$ cat config.mk
export PLATFORM = sky130hd
export DESIGN_NAME = msg_event_filter
export DESIGN_NICKNAME = d
export VERILOG_FILES = /design/src/rtl/mmf_pkg.sv /design/src/rtl/mmf_rst_sync.sv /design/src/rtl/mmf_cfg_regs.sv /design/src/rtl/mmf_compare.sv /design/src/rtl/mmf_event_counter.sv /design/src/rtl/msg_event_filter.sv
export SDC_FILE = /design/constraint.sdc
export NUM_CORES = 1
export LEC_CHECK = 0
export CAP_MARGIN = 10
export CORE_MARGIN = 3
export CORE_UTILIZATION = 48
export CTS_CLUSTER_SIZE = 28
export DETAILED_ROUTE_END_ITERATION = 8
export PLACE_DENSITY = 0.77
export SLEW_MARGIN = 20
export SYNTH_ARGS = -nofsm -noshare
export SYNTH_HDL_FRONTEND = slang
export SYNTH_SLANG_ARGS = --single-unit
$ cat constraint.sdc
create_clock -name clk -period 7.21 [get_ports clk]
set_clock_uncertainty 0.1 [all_clocks]
set_input_delay 1.8025 -clock clk [delete_from_list [all_inputs] [get_ports clk]]
set_output_delay 1.8025 -clock clk [all_outputs]
set_load 0.02 [all_outputs]
$ cat src/rtl/mmf_pkg.sv
package mmf_pkg;

  localparam int OPC_W      = 4;
  localparam int CLS_W      = 4;
  localparam int LINE_LSB   = 6;
  localparam int PADDR_MSB  = 49;
  localparam int LINE_W     = PADDR_MSB - LINE_LSB + 1;
  localparam int PAT_W      = 2 * OPC_W + 2 * CLS_W + LINE_W;
  localparam int NUM_FIELDS = 5;

  typedef struct packed {
    logic [OPC_W-1:0]  opc_tx;
    logic [OPC_W-1:0]  opc_rx;
    logic [CLS_W-1:0]  cls_tx;
    logic [CLS_W-1:0]  cls_rx;
    logic [LINE_W-1:0] line;
  } pattern_t;

  typedef enum logic [CLS_W-1:0] {
    CLS_HOME_REQ  = 4'b0000,
    CLS_HOME_RSP  = 4'b0001,
    CLS_NDR       = 4'b0010,
    CLS_SNOOP     = 4'b0011,
    CLS_NCS       = 4'b0100,
    CLS_NCB       = 4'b1100,
    CLS_DRS       = 4'b1110
  } msg_cls_e;

  // Field index 0 is the line address, then the four 4-bit fields upward.
  function automatic int fld_w(input int idx);
    return (idx == 0) ? LINE_W : OPC_W;
  endfunction

  function automatic int fld_lo(input int idx);
    return (idx == 0) ? 0 : LINE_W + OPC_W * (idx - 1);
  endfunction

endpackage

$ cat src/rtl/mmf_rst_sync.sv
module mmf_rst_sync #(
  parameter int STAGES = 2
) (
  input  logic clk,
  input  logic rst_n_i,
  output logic rst_n_o
);

  logic [STAGES-1:0] sync_q;
  logic [STAGES-1:0] sync_d;

  always_comb begin
    sync_d = {sync_q[STAGES-2:0], 1'b1};
  end

  always_ff @(posedge clk or negedge rst_n_i) begin
    if (!rst_n_i) begin
      sync_q <= '0;
    end else begin
      sync_q <= sync_d;
    end
  end

  assign rst_n_o = sync_q[STAGES-1];

endmodule

$ cat src/rtl/mmf_cfg_regs.sv
module mmf_cfg_regs
  import mmf_pkg::*;
(
  input  logic             clk,
  input  logic             rst_n,
  input  logic             wr_en,
  input  logic             wr_sel,
  input  logic [PAT_W-1:0] wr_data,
  output pattern_t         match_o,
  output pattern_t         mask_o
);

  pattern_t match_q, match_d;
  pattern_t mask_q, mask_d;
  logic     match_en, mask_en;

  always_comb begin
    match_en = wr_en & ~wr_sel;
    mask_en  = wr_en & wr_sel;
    match_d  = pattern_t'(wr_data);
    mask_d   = pattern_t'(wr_data);
  end

  always_ff @(posedge clk or negedge rst_n) begin
    if (!rst_n) begin
      match_q <= '0;
      mask_q  <= '0;
    end else begin
      if (match_en) match_q <= match_d;
      if (mask_en)  mask_q  <= mask_d;
    end
  end

  assign match_o = match_q;
  assign mask_o  = mask_q;


  cfg_hold_chk: assert property (@(posedge clk) disable iff (!rst_n)
    !wr_en |=> ($stable(match_q) && $stable(mask_q)));


  mask_load_chk: assert property (@(posedge clk) disable iff (!rst_n)
    (wr_en && wr_sel) |=> ($stable(match_q) && (mask_q == $past(wr_data))));

endmodule

$ cat src/rtl/mmf_compare.sv
module mmf_compare
  import mmf_pkg::*;
(
  input  logic              clk,
  input  logic              rst_n,
  input  logic              valid_i,
  input  logic [OPC_W-1:0]  opc_tx_i,
  input  logic [OPC_W-1:0]  opc_rx_i,
  input  logic [CLS_W-1:0]  cls_tx_i,
  input  logic [CLS_W-1:0]  cls_rx_i,
  input  logic [LINE_W-1:0] line_i,
  input  pattern_t          match_i,
  input  pattern_t          mask_i,
  output logic              hit_o
);

  pattern_t             smp;
  logic [PAT_W-1:0]     smp_v, mt_v, mk_v;
  logic [NUM_FIELDS-1:0] fld_hit;
  logic                 hit_d, hit_q;

  always_comb begin
    smp.opc_tx = opc_tx_i;
    smp.opc_rx = opc_rx_i;
    smp.cls_tx = cls_tx_i;
    smp.cls_rx = cls_rx_i;
    smp.line   = line_i;
  end

  assign smp_v = smp;
  assign mt_v  = match_i;
  assign mk_v  = mask_i;

  for (genvar f = 0; f < NUM_FIELDS; f++) begin : g_fld
    localparam int LO = fld_lo(f);
    localparam int W  = fld_w(f);
    logic [W-1:0] diff;
    assign diff       = (smp_v[LO +: W] ^ mt_v[LO +: W]) & ~mk_v[LO +: W];
    assign fld_hit[f] = ~|diff;
  end

  always_comb begin
    hit_d = valid_i & (&fld_hit);
  end

  always_ff @(posedge clk or negedge rst_n) begin
    if (!rst_n) begin
      hit_q <= 1'b0;
    end else begin
      hit_q <= hit_d;
    end
  end

  assign hit_o = hit_q;


  hit_needs_valid_chk: assert property (@(posedge clk) disable iff (!rst_n)
    hit_q |-> $past(valid_i));


  open_mask_hit_chk: assert property (@(posedge clk) disable iff (!rst_n)
    (valid_i && (mk_v == '1)) |=> hit_q);


  exact_match_hit_chk: assert property (@(posedge clk) disable iff (!rst_n)
    (valid_i && (smp_v == mt_v)) |=> hit_q);

endmodule

$ cat src/rtl/mmf_event_counter.sv
module mmf_event_counter #(
  parameter int CNT_W = 48
) (
  input  logic             clk,
  input  logic             rst_n,
  input  logic             inc_i,
  input  logic             ovf_clr_i,
  output logic [CNT_W-1:0] count_o,
  output logic             ovf_o
);

  logic [CNT_W-1:0] count_q, count_d;
  logic             ovf_q, ovf_d;
  logic             wrap;

  always_comb begin
    wrap    = inc_i & (&count_q);
    count_d = count_q + CNT_W'(1);
    ovf_d   = wrap | (ovf_q & ~ovf_clr_i);
  end

  always_ff @(posedge clk or negedge rst_n) begin
    if (!rst_n) begin
      count_q <= '0;
      ovf_q   <= 1'b0;
    end else begin
      if (inc_i) count_q <= count_d;
      ovf_q <= ovf_d;
    end
  end

  assign count_o = count_q;
  assign ovf_o   = ovf_q;


  cnt_hold_chk: assert property (@(posedge clk) disable iff (!rst_n)
    !inc_i |=> $stable(count_q));


  cnt_step_chk: assert property (@(posedge clk) disable iff (!rst_n)
    inc_i |=> (count_q == $past(count_q) + CNT_W'(1)));


  ovf_sticky_chk: assert property (@(posedge clk) disable iff (!rst_n)
    (ovf_q && !ovf_clr_i) |=> ovf_q);


  ovf_rise_chk: assert property (@(posedge clk) disable iff (!rst_n)
    $rose(ovf_q) |-> (count_q == '0));

endmodule

$ cat src/rtl/msg_event_filter.sv
module msg_event_filter
  import mmf_pkg::*;
#(
  parameter int CNT_W       = 48,
  parameter int SYNC_STAGES = 2
) (
  input  logic                    clk,
  input  logic                    rst_n,
  input  logic                    cfg_we,
  input  logic                    cfg_sel,
  input  logic [PAT_W-1:0]        cfg_wdata,
  input  logic                    msg_valid,
  input  logic [OPC_W-1:0]        msg_opc_tx,
  input  logic [OPC_W-1:0]        msg_opc_rx,
  input  logic [CLS_W-1:0]        msg_cls_tx,
  input  logic [CLS_W-1:0]        msg_cls_rx,
  input  logic [PADDR_MSB:LINE_LSB] msg_paddr,
  input  logic                    ovf_clr,
  output logic                    hit_pulse,
  output logic [CNT_W-1:0]        evt_count,
  output logic                    evt_ovf
);

  logic     rst_sync_n;
  pattern_t match_pat, mask_pat;
  logic     hit;

  mmf_rst_sync #(.STAGES(SYNC_STAGES)) u_rst_sync (
    .clk     (clk),
    .rst_n_i (rst_n),
    .rst_n_o (rst_sync_n)
  );

  mmf_cfg_regs u_cfg (
    .clk     (clk),
    .rst_n   (rst_sync_n),
    .wr_en   (cfg_we),
    .wr_sel  (cfg_sel),
    .wr_data (cfg_wdata),
    .match_o (match_pat),
    .mask_o  (mask_pat)
  );

  mmf_compare u_cmp (
    .clk      (clk),
    .rst_n    (rst_sync_n),
    .valid_i  (msg_valid),
    .opc_tx_i (msg_opc_tx),
    .opc_rx_i (msg_opc_rx),
    .cls_tx_i (msg_cls_tx),
    .cls_rx_i (msg_cls_rx),
    .line_i   (msg_paddr),
    .match_i  (match_pat),
    .mask_i   (mask_pat),
    .hit_o    (hit)
  );

  mmf_event_counter #(.CNT_W(CNT_W)) u_cnt (
    .clk       (clk),
    .rst_n     (rst_sync_n),
    .inc_i     (hit),
    .ovf_clr_i (ovf_clr),
    .count_o   (evt_count),
    .ovf_o     (evt_ovf)
  );

  assign hit_pulse = hit;


  pulse_single_chk: assert property (@(posedge clk) disable iff (!rst_sync_n)
    (hit_pulse && !$past(msg_valid, 2)) |=> !hit_pulse || $past(msg_valid));

endmodule

==> impl_metrics.env, run 1 <==
export IMPL_diodes=0
export IMPL_die_area_sq_um=17400
export IMPL_ant_nets=0
export IMPL_routedWlPerCell_um=16.3
export IMPL_drc_errors=0
export IMPL_clk_path_buf_depth=2
export IMPL_worstSetupStartpointType="register"
export IMPL_ys_async_sr_fraction_pct=100
export IMPL_grtUsageTotal_pct=19.1
export IMPL_synth_cell_type_count=30
export IMPL_yosys_warnings=0
export IMPL_cts_buffers_inserted=17
export IMPL_setup_viol=0
export IMPL_yosys_most_used_dff="dfrtp_1"
export IMPL_port_buffers=175
export IMPL_synth_top_area_share_pct=56.7
export IMPL_row_count=45
export IMPL_synth_edf_count=0
export IMPL_cellLeakagePower_uw=0.00421
export IMPL_layout_drive_gt1_share_pct=23.0
export IMPL_fmax_mhz=283
export IMPL_crit_path_end_kind="output pin"
export IMPL_viasPerCell=5.13
export IMPL_peakVddDrop_v=0.000163
export IMPL_synthCells=570
export IMPL_hold_viol=0
export IMPL_cts_sinks=172
export IMPL_synth_seq_cells=172
export IMPL_postCtsSetupRepairBufs=0
export IMPL_gp_congestion=0.819
export IMPL_wirelength_met1_mm=6.71
export IMPL_io_pins=176
export IMPL_totalWireLength_mm=15.9
export IMPL_start_util_pct=49.6
export IMPL_yosysMostFrequentCell="dfrtp_1"
export IMPL_wl_met2_mm=7.98
export IMPL_grt_overflow=0
export IMPL_holdBufCountCts=0
export IMPL_area_growth_pct=34.6
export IMPL_drt_pass1_iter_count=4
export IMPL_ys_seq_area_share_pct=56.7
export IMPL_setup_tns_ps=0
export IMPL_cp_required_ps=5310
export IMPL_power_uw=2420
export IMPL_clock_root_buffer="clkbuf_16"
export IMPL_initialDrtViolationCount=191
export IMPL_path_max_fanout=7
export IMPL_hpwl_mm=11.6
export IMPL_outcome="finished, final reports clean"
export IMPL_cp_num_buf_inv=1
export IMPL_synthTopCellsByCount="172 x dfrtp_1, 121 x mux2_2, 87 x xnor2_1"
export IMPL_grt_pass1_vias=5518
export IMPL_period_minus_slack_ps=3540
export IMPL_ys_top_cells_by_area="dfrtp_1 57%, mux2_2 18%, xnor2_1 10%"
export IMPL_rsz0062_at_grt="no"
export IMPL_clk_pin_slew_worst_paths_ps=70
export IMPL_wl_met3_mm=1.10
export IMPL_vias=5009
export IMPL_setup_ws_ps=3670
export IMPL_grt_max_degree=74
export IMPL_cp_cell_sequence="clkdlybuf4s50_1"
export IMPL_min_path_type="reg2async"
export IMPL_worstPathArrival_ps=1640
export IMPL_p_per_area_nw_per_um2=237
export IMPL_final_nets=880
export IMPL_slew_headroom_pct=41.1
export IMPL_post_cts_resized=0
export IMPL_holdWs_ps=253
export IMPL_antenna_found_initial=0
export IMPL_cts_tree="done"
export IMPL_crit_type="reg2out"
export IMPL_ctsHtreeMaxLevel=4
export IMPL_place_ws_ps=3440
export IMPL_period_share_pct=49.1
export IMPL_dr_max_layer_used="met4"
export IMPL_cp_slowest_stage_delay_ps=680
export IMPL_synth_avg_cell_area_sq_um=13.3
export IMPL_final_max_slew_viol_count=0
export IMPL_die_y_um=132
export IMPL_cp_top_family="buffers and inverters"
export IMPL_synth_area_sq_um=7590
export IMPL_fp_dieW_um=132
export IMPL_maxCapViolations=0
export IMPL_clk_latency_ps=410
export IMPL_core_sq_um=15300
export IMPL_grt_pass1_wl_mm=26.9
export IMPL_synth_top_cell_by_area="dfrtp_1"
export IMPL_synthesis_nets=697
export IMPL_cp_slowest_cell="clkdlybuf4s50_1"
export IMPL_tightest_slew_ps=884
-- power by group --
| part | switching, uW | internal (uW) | total [uW] |
|---|---|---|---|
| sequential | 64.8 | 1070 | 1130 |
| clock | 377 | 591 | 968 |
| combinational | 112 | 209 | 322 |
| total | 554 | 1870 | 2420 |
-- path summary, 6_finish.rpt --
path | startpoint | to | slack [ps] | cells after the start
setup / recovery | u_cmp.hit_o | hit_pulse | 3670 | 1
hold / removal | u_rst_sync.sync_q[1] | u_cnt.count_o[44] | 250 | 0
setup reg to reg | u_rst_sync.sync_q[1] | u_cfg.match_o[46] | 4770 | 2
hold reg to reg | u_rst_sync.sync_q[1] | u_cnt.count_o[44] | 250 | 0
max in group asynchronous | u_rst_sync.sync_q[1] | u_cfg.match_o[46] | 4770 | 2
min in group clk | u_rst_sync.sync_q[0] | u_rst_sync.sync_q[1] | 260 | 0
-- cells by family (layout without fill, tap and decap cells) --
| family | Yosys count | after routing | synth area share [%] |
|---|---|---|---|
| DFF | 172 | 172 | 56.7 |
| muxes | 121 | 121 | 17.9 |
| and+or+nand+nor | 115 | 115 | 9.05 |
| xor gates and xnor gates | 107 | 107 | 12.3 |
| AOI/OAI and AO/OA | 31 | 31 | 2.57 |
| buffers and inverters | 22 | 218 | 1.19 |
| adders and majority gates | 1 | 1 | 0.165 |
| other | 1 | 1 | 0.0494 |
-- layout by cell type, fill, tap and decap left out, drive strengths merged --
cell | netlist | layout
nor2 | 30 | 30
clkdlybuf4s50 | 0 | 175
nor3 | 11 | 11
nand4 | 21 | 21
clkinvlp | 0 | 3
nor2b | 1 | 1
nor4 | 8 | 8
bufinv | 0 | 4
and3 | 2 | 2
xnor2 | 87 | 87
a22o | 1 | 1
inv | 7 | 9
clkinv | 0 | 5
or2 | 2 | 2
dfrtp | 172 | 172
clkbuf | 8 | 18
buf | 7 | 4
o22ai | 29 | 29
xor2 | 20 | 20
and2 | 3 | 3
nand2 | 22 | 22
and4 | 1 | 1
nand3 | 14 | 14
o21ai | 1 | 1
mux2 | 121 | 121
ha | 1 | 1
conb | 1 | 1
-- layout make-up --
type	instances	area (sq um)
multi-input combinational	376	3210
clock buffer	18	439
sequential	172	4310
clock inverter	14	193
fill	1118	5090
tap	211	264
inverter	7	26.3
timing repair buffer	179	1780
-- state kept, by name, summed over array words and instances, names as in the netlist --
register,cells
u_cfg.mask_o,60
u_cfg.match_o,60
u_cnt.count_o,48
u_rst_sync.sync_q,2
u_cmp.hit_o,1
u_cnt.ovf_o,1
-- per-stage QoR --
| step | instance area [sq um] | utilization (%) | instances |
|---|---|---|---|
| CTS | 10200 | 66.7 | 977 |
| floorplan | 7590 | - | 570 |
| finish | 10200 | 66.7 | 977 |
| detailed placement | 9590 | 62.6 | 945 |
| global placement | 9590 | 62.6 | 945 |
| global route | 10200 | 66.7 | 977 |
-- worst reg2reg max path, stage by stage (launching register included) --
cell	delay [ps]
dfrtp_4	830
buf_4	630
buf_4	850
-- layer usage --
metal | up-vias | global-route usage [%]
met3 | 13 | 6.76
li1 | 2367 | -
met4 | 0 | 4.73
met2 | 146 | 32.7
met5 | - | 0
met1 | 2483 | 23.2
Power figures use the tool's default switching activity.
==> inputs of run 2 (changes only) <==
--- a/config.mk
+++ b/config.mk
@@ -7,10 +7,10 @@
 export LEC_CHECK = 0
 export CAP_MARGIN = 10
 export CORE_MARGIN = 3
-export CORE_UTILIZATION = 48
+export CORE_UTILIZATION = 45
 export CTS_CLUSTER_SIZE = 28
 export DETAILED_ROUTE_END_ITERATION = 8
-export PLACE_DENSITY = 0.77
+export PLACE_DENSITY = 0.76
 export SLEW_MARGIN = 20
 export SYNTH_ARGS = -nofsm -noshare
 export SYNTH_HDL_FRONTEND = slang
==> constraint.sdc (replaced) <==
create_clock -name clk -period 3.2 [get_ports clk]
set_clock_uncertainty 0.1 [all_clocks]
set_input_delay 0.8 -clock clk [delete_from_list [all_inputs] [get_ports clk]]
set_output_delay 0.8 -clock clk [all_outputs]
set_load 0.02 [all_outputs]
==> impl_metrics.env, run 2 (synthesis results as in run 1) <==
export IMPL_outcome="finished, final reports clean"
export IMPL_hpwl_mm=12.5
export IMPL_fp_dieW_um=136
export IMPL_final_nets=883
export IMPL_port_buffers=175
export IMPL_r2r_slack_ps=910
export IMPL_vias=5012
export IMPL_diodes=0
export IMPL_routedWlPerCell_um=17.0
export IMPL_hold_viol=0
export IMPL_postCtsSetupRepairBufs=0
export IMPL_clk_latency_ps=420
export IMPL_die_y_um=136
export IMPL_post_cts_resized=0
export IMPL_grt_pass1_vias=5479
export IMPL_maxCapViolations=0
export IMPL_grtUsageTotal_pct=18.9
export IMPL_grt_util_met3_pct=6.03
export IMPL_cts_tree="done"
export IMPL_rsz0062_at_grt="no"
export IMPL_viasPerCell=5.09
export IMPL_core_sq_um=16200
export IMPL_worst_r2r_cell_count=6
export IMPL_drt_pass1_iter_count=4
export IMPL_cp_slowest_cell="clkdlybuf4s50_1"
export IMPL_fmax_mhz=391
export IMPL_row_count=46
export IMPL_clock_root_buffer="clkbuf_16"
export IMPL_period_share_pct=80.0
export IMPL_grt_max_degree=87
export IMPL_die_area_sq_um=18500
export IMPL_final_common_cell="clkdlybuf4s50_1"
export IMPL_power_uw=5380
export IMPL_crit_path_end_kind="output pin"
export IMPL_cts_sinks=172
export IMPL_gp_congestion=0.839
export IMPL_initialDrtViolationCount=201
export IMPL_cp_cell_sequence="clkdlybuf4s50_1"
export IMPL_top_usage_layer="met2"
export IMPL_peakVddDrop_v=0.000374
export IMPL_ant_nets=0
export IMPL_antenna_found_initial=0
export IMPL_worstPathArrival_ps=1660
export IMPL_setup_viol=0
export IMPL_worstSetupStartpointType="register"
export IMPL_grt_overflow=0
export IMPL_io_pins=176
export IMPL_final_cell_mix="175 x clkdlybuf4s50_1, 171 x dfrtp_1, 121 x mux2_2"
export IMPL_cp_num_buf_inv=1
export IMPL_setup_tns_ps=0
export IMPL_area_growth_pct=34.9
export IMPL_p_per_area_nw_per_um2=525
export IMPL_cellLeakagePower_uw=0.00422
export IMPL_cp_top_family="buffers and inverters"
export IMPL_holdBufCountCts=0
export IMPL_r2r_start="u_cmp.hit_o"
export IMPL_crit_type="reg2out"
export IMPL_tightest_slew_ps=579
export IMPL_final_max_slew_viol_count=0
export IMPL_met1_usage_pct=24.6
export IMPL_totalWireLength_mm=16.7
export IMPL_layout_drive_gt1_share_pct=22.9
export IMPL_cp_slowest_stage_delay_ps=680
export IMPL_clk_pin_slew_worst_paths_ps=60
export IMPL_drc_errors=0
export IMPL_period_minus_slack_ps=2560
export IMPL_clk_path_buf_depth=2
export IMPL_path_max_fanout=7
export IMPL_grt_pass1_wl_mm=27.4
export IMPL_start_util_pct=46.9
export IMPL_slew_headroom_pct=61.4
export IMPL_setup_ws_ps=639
export IMPL_reg2reg_to="u_cnt.count_o[37]"
export IMPL_nFillCells=1235
export IMPL_cts_buffers_inserted=17
export IMPL_met2_usage_pct=30.8
export IMPL_cp_required_ps=2300
export IMPL_ctsHtreeMaxLevel=4
export IMPL_min_path_type="reg2async"
export IMPL_place_ws_ps=701
run 2: per-stage QoR:
step | std cells | hold slack (ps) | utilization, % | cell area, sq um
floorplan | 570 | 231 | - | 7590
global placement | 953 | 239 | 59.6 | 9640
detailed placement | 953 | 239 | 59.6 | 9640
CTS | 985 | 262 | 63.3 | 10200
global route | 985 | 289 | 63.3 | 10200
finish | 985 | 226 | 63.3 | 10200
run 2: cell type report:
class / count / area (sq um) / area share [%]
Timing Repair Buffer: 182 / 1830 / 17.9
Tap cell: 216 / 270 / 2.64
Clock inverter: 10 / 139 / 1.36
Sequential cell: 172 / 4310 / 42.0
Clock buffer: 22 / 464 / 4.53
Multi-Input combinational cell: 376 / 3210 / 31.3
Inverter: 7 / 26.3 / 0.256
run 2: worst max path at each step:
stage                    startpoint  slack [ps]  depth (start not counted)                 to
6_report                u_cmp.hit_o         640                          1          hit_pulse
5_1_grt                 u_cmp.hit_o         590                          1          hit_pulse
4_1_cts                 u_cmp.hit_o         600                          1          hit_pulse
3_5_place_dp                 cfg_we         700                          4  u_cfg.match_o[23]
3_3_place_gp          msg_paddr[14]         710                          6        u_cmp.hit_o
2_1_floorplan  u_rst_sync.sync_q[1]         260                          0    u_cfg.mask_o[0]
run 2: where the power goes:
group	internal [uW]	switching [uW]	leakage (uW)
combinational	477	267	0.00183
clock	1270	822	0.000283
sequential	2400	146	0.00210
run 2: per-layer routing:
layer	vias to the layer above	wire length [um]
met1	2476	7170
li1	2375	-
met4	0	124
met2	149	8190
met3	12	1270
met5	-	0
